[src/rtl/olmc_pkg.sv]
package olmc_pkg;

  // Enable source for a cell in combinational mode
  typedef enum logic [1:0] {
    OE_FROM_TERM = 2'b00,
    OE_FORCE_ON  = 2'b01,
    OE_FORCE_OFF = 2'b10,
    OE_OFF_SPARE = 2'b11
  } oe_sel_e;

  function automatic logic resolve_oe(input oe_sel_e sel, input logic term);
    case (sel)
      OE_FROM_TERM: return term;
      OE_FORCE_ON:  return 1'b1;
      default:      return 1'b0;
    endcase
  endfunction

endpackage

[src/rtl/olmc_state_reg.sv]
module olmc_state_reg #(
  parameter int NCELL = 10
) (
  input  logic             clk,
  input  logic             rst_n,
  input  logic             ar_term,
  input  logic             sp_term,
  input  logic             pl_en,
  input  logic [NCELL-1:0] pl_val,
  input  logic [NCELL-1:0] d,
  output logic [NCELL-1:0] q
);

  // Power-up clear and the array reset term share the asynchronous path
  logic clr;
  assign clr = ar_term | ~rst_n;

  // Priority: clear, then preload, then preset, then the sum term
  always_ff @(posedge clk or posedge clr) begin
    if (clr)          q <= '0;
    else if (pl_en)   q <= pl_val;
    else if (sp_term) q <= '1;
    else              q <= d;
  end

endmodule

[src/rtl/olmc_out_stage.sv]
module olmc_out_stage
  import olmc_pkg::*;
(
  input  logic       comb_mode,
  input  logic       act_high,
  input  logic [1:0] oe_sel,
  input  logic       sum,
  input  logic       oe_pt,
  input  logic       q,
  input  logic       pin_in,
  output logic       pin_out,
  output logic       pin_oe,
  output logic       fb_true,
  output logic       fb_comp
);

  logic core;
  logic pad;

  always_comb begin
    core    = comb_mode ? sum : q;
    pin_out = act_high ? core : ~core;
    pin_oe  = comb_mode ? resolve_oe(oe_sel_e'(oe_sel), oe_pt) : oe_pt;
    // Pin side of the buffer: driven value when enabled, outside value otherwise
    pad     = pin_oe ? pin_out : pin_in;
    fb_true = comb_mode ? pad : q;
    fb_comp = ~fb_true;
  end

endmodule

[src/rtl/output_macrocell.sv]
module output_macrocell #(
  parameter int NCELL = 10
) (
  input  logic               clk,
  input  logic               rst_n,
  input  logic [NCELL-1:0]   sum_term,
  input  logic [NCELL-1:0]   oe_term,
  input  logic               ar_term,
  input  logic               sp_term,
  input  logic [NCELL-1:0]   cfg_comb,
  input  logic [NCELL-1:0]   cfg_true,
  input  logic [2*NCELL-1:0] cfg_oe_sel,
  input  logic               pl_en,
  input  logic [NCELL-1:0]   pl_val,
  input  logic [NCELL-1:0]   pin_in,
  output logic [NCELL-1:0]   pin_out,
  output logic [NCELL-1:0]   pin_oe,
  output logic [NCELL-1:0]   fb_true,
  output logic [NCELL-1:0]   fb_comp
);

  localparam int SEL_W = 2;

  logic [NCELL-1:0] reg_q;

  olmc_state_reg #(.NCELL(NCELL)) u_state (
    .clk     (clk),
    .rst_n   (rst_n),
    .ar_term (ar_term),
    .sp_term (sp_term),
    .pl_en   (pl_en),
    .pl_val  (pl_val),
    .d       (sum_term),
    .q       (reg_q)
  );

  for (genvar i = 0; i < NCELL; i++) begin : g_cell
    olmc_out_stage u_out (
      .comb_mode (cfg_comb[i]),
      .act_high  (cfg_true[i]),
      .oe_sel    (cfg_oe_sel[SEL_W*i +: SEL_W]),
      .sum       (sum_term[i]),
      .oe_pt     (oe_term[i]),
      .q         (reg_q[i]),
      .pin_in    (pin_in[i]),
      .pin_out   (pin_out[i]),
      .pin_oe    (pin_oe[i]),
      .fb_true   (fb_true[i]),
      .fb_comp   (fb_comp[i])
    );
  end

endmodule

[config.mk]
export PLATFORM = sky130hd
export DESIGN_NAME = output_macrocell
export DESIGN_NICKNAME = d
export VERILOG_FILES = /design/src/rtl/olmc_pkg.sv /design/src/rtl/olmc_state_reg.sv /design/src/rtl/olmc_out_stage.sv /design/src/rtl/output_macrocell.sv
export SDC_FILE = /design/constraint.sdc
export NUM_CORES = 1
export LEC_CHECK = 0
export ABC_CLOCK_PERIOD_IN_PS = 1000
export CAP_MARGIN = 20
export CORE_MARGIN = 4
export CORE_UTILIZATION = 27
export DETAILED_ROUTE_END_ITERATION = 8
export DONT_BUFFER_PORTS = 1
export PLACE_DENSITY = 0.53
export SYNTH_ARGS = -nofsm -noshare
export SYNTH_HDL_FRONTEND = slang
export SYNTH_HIERARCHICAL = 1
export SYNTH_SLANG_ARGS = --single-unit
[constraint.sdc]
create_clock -name clk -period 1 [get_ports clk]
set_input_delay 0.15 -clock clk [delete_from_list [all_inputs] [get_ports clk]]
set_output_delay 0.15 -clock clk [all_outputs]
set_load 0.1 [all_outputs]
# ---- Word level (Yosys, flattened, before mapping)
# Cells that the tools add are included.
dict set report classes {
  n_addsub 0
  n_mul 0
  n_div 0
  order_cmp 0
  eq_ne 10
  shifts 0
  mux 62
  bitwise_logic 22
  reduce_logical 10
}
# op count
set op_table {}
lappend op_table {{2-to-1 mux 1 bit} 50}
lappend op_table {{inverter 1 bit} 21}
lappend op_table {{== test 2 x 1 -> 1 bit (second input constant)} 10}
lappend op_table {{zero test 2 bit} 10}
lappend op_table {{2-to-1 mux 10 bit} 2}
lappend op_table {{case mux 1 bit (2 select lines)} 10}
lappend op_table {{bitwise OR 1 bit} 1}
dict set report word_totals {
  reg_bits 10
  latch_bits 0
  mem_bits_rw 0
  romBits 0
  inputBits 85
  out_inout_bits 40
  wordCells 105
  n_memories 0
}

# ---- Depth between registers and ports, before layout
# Gate-level depths: netlist of the first run.
dict set report depth {
  depth_word 6
  mapped_depth 3
  depth_no_buf 3
}

# ---- Cells and area by module
# Netlist of the first run, hierarchy kept.
# module n_inst cells_each area_each_um2 seq_area_each_um2
set by_module_without_submodules {}
lappend by_module_without_submodules {olmc_out_stage 10 10 76.3 0.0}
lappend by_module_without_submodules {olmc_state_reg 1 44 405.4 250.2}

# ---- Worst setup path before layout of the first run
# No wires, ideal clock.
dict set report synth_timing {
  kind {register -> output}
  start {reg u_state.q[0]}
  end {out fb_true[0]}
  arrival_ns 2.101
  required_ns 0.850
  slack_ns -1.251
  path_stages_with_launch 4
  n_path_buf 0
  path_cell_list {dfrtp_1 mux2i_1 xnor2_1 o211ai_1}
}
dict set report synth_via {
  elab_chain_cells 5
}
# item line_no
set synth_rtl {}
lappend synth_rtl {{start, declared} olmc_state_reg.sv:11} ;# output logic [NCELL-1:0] q
lappend synth_rtl {{start signal, assigned} olmc_state_reg.sv:21} ;# else if (pl_en) q <= pl_val;
lappend synth_rtl {{2-to-1 mux 1 bit} olmc_out_stage.sv:21} ;# core = comb_mode ? sum : q;
lappend synth_rtl {{inverter 1 bit} olmc_out_stage.sv:22} ;# pin_out = act_high ? core : ~core;
lappend synth_rtl {{2-to-1 mux 1 bit} olmc_out_stage.sv:22}
lappend synth_rtl {{2-to-1 mux 1 bit} olmc_out_stage.sv:25} ;# pad = pin_oe ? pin_out : pin_in;
lappend synth_rtl {{2-to-1 mux 1 bit (*)} olmc_out_stage.sv:26} ;# fb_true = comb_mode ? pad : q;
lappend synth_rtl {{end, declared} output_macrocell.sv:18} ;# output logic [NCELL-1:0] fb_true,
# Every way passes the cells marked *; elsewhere a longest branch is shown, timed or not.

# ---- Worst setup path after layout of the first run
dict set report layout_timing {
  start {reg u_state.q[5]}
  end {out fb_true[5]}
}
# Same word-level chain as after synthesis.

==> out/results.tsv, run 1 <==
stage	metric	value	unit
outcome	status	finished, violations left	
outcome	failing checks	negative setup slack	
critical_path	CP Data Required Time	0.85	ns
finish	most frequent cells in the layout	buf_12 (30), buf_4 (27), o211ai_1 (20)	
critical_path	Setup crit start kind	flip-flop	
floorplanning	Die Ht	73.79	microns
finish	area delta synth->final	110.6	%
critical_path	max incr delay on CP	0.38	ns
critical_path	critical-path cell list	mux2i_2 -> xnor2_2 -> o211ai_1 -> clkbuf_16	
finish	top flop regs	u_state/q x10	
floorplanning	Starting Density	0.2860	
finish	number of fillers in the final layout	326	
synth	Synth area leaders	dfrtp_1 (21%), o211ai_1 (13%), mux2i_1 (8.6%)	
synth	Synth area leader	dfrtp_1	
critical_path	CP Data Arrival Time	1.46	ns
hold_path	Hold Crit Depth	1	
sta	Final min period	1.605	ns
route	vias per cell	5.352	
finish	max FFs per register	10	
hold_path	hold_sp	pl_en	
route	wire length per cell	17.44	microns
global_route	largest net degree at the start of global routing	19	
power	static leakage	1.072	nW
global_route	GRT met3 Usage	0.05335	
route	drt first pass iters	4	
sta	final worst path period share	1.605	
hold_path	Hold Path Class	input port to flip-flop	
clock_tree	CTS tree	done	
global_route	busiest grt layer	met2	
placement	DP HPWL	3946	microns
global_route	GR met2 Demand/Resource	0.3533	
critical_path	largest fanout on the critical path	3	
synth	synthesized area	1169	sq um
synth	Synth Area per Inst	8.115	sq um
route	detailed-route via count	1413	
power	peak supply drop	972.9	uV
sta	Final Hold Vio Count	0	
floorplanning	Core Rows	23	
finish	share of post-route cells with drive strength above 1	0.4673	
sta	Fin Hold WS	0.006350	ns
placement	Cell Area, Placed	2298	sq um
sta	setup violators final	30	
clock_tree	CTS clock-pin slew for the worst setup and hold paths	0.05	ns
global_route	grt ovf	0	
synth	Synth cell types	17	
sta	final-report max-slew violation count	0	
critical_path	Crit path max-delay family	flip-flops	
synth	share of the synthesized area in the top cell type	0.2141	
critical_path	CP max stage cell	dfrtp_1	
critical_path	critical path class	flip-flop to primary output	
sta	Slew @ Worst Pin	0.2672	ns
global_route	vias in the first global route	1629	
synth	Syn Inst Count	144	
sta	slew margin rel.	0.8211	
finish	post-route cell area	2461	sq um
finish	commonest non-fill, non-tap cell in the layout	buf_12	
finish	Final nets	301	
sta	maximum clock frequency	0.6229	GHz
clock_tree	Root Buffer	clkbuf_8	
floorplanning	die area	5445	sq um
critical_path	crit end category	primary output	
synth	post-synthesis sequential area ratio	0.2141	
finish	Biggest register	u_state/q	
power	Pwr Total	3.769	mW
job	max-cap violations	0	
clock_tree	htree depth	1	
floorplanning	I/O pins	125	
synth	flops & latches, synth	10	
floorplanning	width of the die	73.79	microns
route	antenna-violating nets left	0	
global_route	GRT Resource Usage Total	0.1645	
critical_path	CP Buf/Inv Count	1	
power	pwr dens	1531	nW/um^2
synth	Synth Warn #	6	
route	initial drt markers	24	
synth	Synth Net Count	229	
clock_tree	clk buf depth	2	
route	routed wire length	4603	microns
placement	GP Congestion	0.7855	
global_route	antenna violations before repair	0	
global_route	met1 usage	0.1460	
sta	RSZ-0062 raised after global routing	true	
floorplanning	area of the core	4086	sq um
placement	Port Buffers	0	
hold_path	Hold EP	u_state/q[6]	
finish	# diodes	0	
route	post-route DRC violation count	0	
sta	final setup margin	-0.6054	ns
global_route	first-pass GRT wire length	7134	microns
clock_tree	CTS sink count	10	
clock_tree	TritonCTS buffer count	3	
synthesized netlist by cell type:
master	instances
buf_4	1
or3b_1	10
inv_1	10
xnor2_1	10
nand2_1	10
nor2b_1	1
a21oi_2	10
buf_6	1
nand2b_1	10
o211ai_1	20
buf_2	1
a21oi_1	10
mux2i_1	10
dfrtp_1	10
o21ai_1	10
nor2_1	10
o211a_1	10
routing by layer:
| metal | share of wire | vias up |
|---|---|---|
| met3 | 0.11 | 4 |
| met5 | 0 | - |
| li1 | - | 670 |
| met1 | 0.29 | 660 |
| met4 | 0.010 | 0 |
| met2 | 0.59 | 79 |
logic make-up after synthesis:
group           Yosys count  synth area share
compound gates           60            0.3747
flops                    10            0.2141
xor+xnor                 10           0.07494
mux                      10           0.08566
buf+inv                  13           0.05246
simple gates             41            0.1981
timing repair:
action | CTS | global route
hold endpoints to repair | 13 | 0
pin swaps | 12 | 3
gates resized for setup | 8 | 4
hold buffers | 3 | 0
endpoints found under the setup margin | 30 | 30
buffers inserted | 7 | 4
where the power goes:
part / internal, mW / leakage [nW] / switching (mW)
Combinational: 1.08 / 0.930 / 1.81
Sequential: 0.438 / 0.121 / 0.0186
Clock: 0.264 / 0.0216 / 0.155
Total: 1.79 / 1.07 / 1.98
per-stage QoR:
step / TNS, ns / std cells / utilization / setup WS (ns)
floorplan: -21.47 / 144 / - / -1.237
CTS: -15.55 / 261 / 0.5928 / -0.5792
finish: -15.31 / 264 / 0.6023 / -0.6054
global placement: -6.652 / 248 / 0.5625 / -0.2863
detailed placement: -8.082 / 248 / 0.5625 / -0.3223
global route: -17.47 / 264 / 0.6023 / -0.6734
worst max-delay path by stage:
stage,from,to,cells past startpoint
floorplan,u_state/q[0],fb_true[0],3
global placement,u_state/q[8],fb_true[8],4
detailed placement,u_state/q[6],fb_comp[6],4
CTS,u_state/q[6],fb_true[6],4
global route,u_state/q[6],fb_true[6],4
finish,u_state/q[5],fb_true[5],4
area by class of cell:
class                           count  area, sq um  area share
Timing Repair Buffer               70         1084      0.4403
Multi-Input combinational cell    121        980.9      0.3986
Clock buffer                        3        41.29     0.01678
Tap cell                           50        62.56     0.02542
Sequential cell                    10        250.2      0.1017
Inverter                           10        42.54     0.01729
Note: power is estimated with default switching activity, not from simulation.
==> inputs of run 2 (changes only) <==
CORE_UTILIZATION = 26   (was 27)
DONT_BUFFER_PORTS = unset   (was 1)
PLACE_DENSITY = 0.89   (was 0.53)
==> run 2 against run 1 <==
Compared with the run above: the flow still finishes with violations (negative setup slack); global-route usage grew 7.8 points; final cell count grew 51%; non-clock buffer count grew 131; critical endpoint is now fb_true[6]; setup slack lost 0.13 ns; design area grew 54%; worst hold slack gained 0.28 ns; largest power group unchanged; fmax shrank 7.7%.
==> out/results.tsv, run 2 (synthesized netlist as in run 1, its figures left out) <==
stage	metric	value	unit
route	drt first pass iters	4	
clock_tree	htree depth	1	
critical_path	CP Data Required Time	0.85	ns
floorplanning	area of the core	4354	sq um
sta	Final min period	1.740	ns
sta	final setup margin	-0.7401	ns
clock_tree	CTS clock-pin slew for the worst setup and hold paths	0.05	ns
hold_path	Hold Path Class	input port to async pin	
outcome	status	finished, violations left	
finish	top flop regs	u_state/q x10	
sta	setup TNS	-17.02	ns
sta	final worst path period share	1.740	
global_route	vias in the first global route	2139	
floorplanning	Starting Density	0.2684	
finish	Biggest register	u_state/q	
route	WL met3	639	microns
finish	area delta synth->final	225.2	%
global_route	grt ovf	0	
finish	most frequent cells in the layout	buf_4 (52), buf_12 (39), clkdlybuf4s50_1 (37)	
route	wire length per cell	20.32	microns
route	M1 WL	2592	microns
clock_tree	TritonCTS buffer count	3	
finish	commonest non-fill, non-tap cell in the layout	buf_4	
sta	slew margin rel.	0.7592	
sta	final-report max-slew violation count	0	
route	antenna-violating nets left	0	
power	pwr dens	1213	nW/um^2
global_route	antenna violations before repair	0	
floorplanning	Core Rows	24	
clock_tree	CTS Hold Buffers Added	0	
power	peak supply drop	862.6	uV
outcome	failing checks	negative setup slack	
route	DR top layer	met4	
placement	DP HPWL	5319	microns
floorplanning	width of the die	75.04	microns
critical_path	crit end category	primary output	
clock_tree	clk buf depth	2	
route	post-route DRC violation count	0	
route	routed wire length	8088	microns
global_route	GRT Resource Usage Total	0.2430	
route	detailed-route via count	2052	
floorplanning	I/O pins	125	
clock_tree	CTS sink count	10	
global_route	largest net degree at the start of global routing	11	
finish	Core Util, Final	0.8727	
critical_path	CP Data Arrival Time	1.59	ns
clock_tree	Root Buffer	clkbuf_8	
finish	Final nets	432	
sta	RSZ-0062 raised after global routing	true	
finish	share of post-route cells with drive strength above 1	0.5723	
finish	# diodes	0	
power	static leakage	1.740	nW
floorplanning	die area	5631	sq um
job	max-cap violations	0	
route	initial drt markers	73	
finish	max FFs per register	10	
sta	Final Hold Vio Count	0	
sta	maximum clock frequency	0.5747	GHz
critical_path	critical path class	flip-flop to primary output	
floorplanning	Die Ht	75.04	microns
sta	Slew @ Worst Pin	0.3596	ns
placement	Port Buffers	124	
critical_path	largest fanout on the critical path	3	
sta	setup violators final	33	
critical_path	Setup crit start kind	flip-flop	
route	metal2 WL	4556	microns
placement	GP Congestion	0.7614	
clock_tree	CTS tree	done	
global_route	first-pass GRT wire length	10230	microns
route	vias per cell	5.156	
==> run 2: cell count changes in the layout (fill, tap and decap cells not counted), sizes merged <==
cell | previous run | this run
clkdlybuf4s15 | 0 | 7
dlygate4sd2 | 0 | 7
clkdlybuf4s50 | 0 | 37
dlygate4sd3 | 3 | 0
buf | 57 | 141
==> run 2: path summary, 6_finish.rpt <==
| kind | cells past startpoint | slack (ns) | from | to |
|---|---|---|---|---|
| worst max-delay path | 4 | -0.74 | u_state/q[6] | fb_true[6] |
| min in group clk | 3 | 0.32 | sum_term[5] | u_state/q[5] |
| worst min-delay path | 3 | 0.29 | ar_term | u_state/q[0] |
| max in group asynchronous | 3 | 0.48 | rst_n | u_state/q[9] |
==> run 2: what timing repair did <==
action / CTS / global route
setup endpoints to repair: 40 / 39
pin swaps: 44 / 21
gates resized for setup: 176 / 63
buffers inserted: 12 / 12
==> run 2: per-layer routing <==
layer  vias to the layer above  GRT usage
li1                        945          -
met1                       979     0.2090
met2                       102     0.5106
met3                        26    0.06542
met4                         0    0.09486
met5                         -          0
==> run 2: where the power goes <==
group | internal [mW] | leakage, nW | switching [mW] | total (mW)
clock | 0.346 | 0.0288 | 0.161 | 0.507
sequential | 0.438 | 0.121 | 0.0269 | 0.465
combinational | 1.52 | 1.59 | 2.11 | 3.64
total | 2.31 | 1.74 | 2.30 | 4.61
==> run 2: cell type report <==
| type | count | area (sq um) |
|---|---|---|
| Inverter | 10 | 40.04 |
| Multi-Input combinational cell | 121 | 1099 |
| Tap cell | 52 | 65.06 |
| Sequential cell | 10 | 250.2 |
| Fill cell | 207 | 554.3 |
| Timing Repair Buffer | 201 | 2291 |
| Clock buffer | 4 | 55.05 |
==> run 2: through the flow <==
step | area (sq um) | hold slack, ns | setup slack [ns] | power (mW) | cells
floorplan | 1281 | 0.1828 | -1.237 | 2.240 | 144
detailed placement | 3385 | 0.5285 | -0.9041 | 3.829 | 373
CTS | 3565 | 0.2914 | -0.6284 | 4.419 | 389
global placement | 3385 | 0.5430 | -0.8165 | 3.759 | 373
finish | 3800 | 0.2887 | -0.7401 | 4.611 | 398
global route | 3800 | 0.3088 | -0.8117 | 4.755 | 398
==> run 2: worst max-delay path, stage by stage (launching register included) <==
cell	delay [ns]
dfrtp_1	0.40
mux2i_1	0.23
xnor2_1	0.17
o211ai_1	0.33
buf_12	0.22
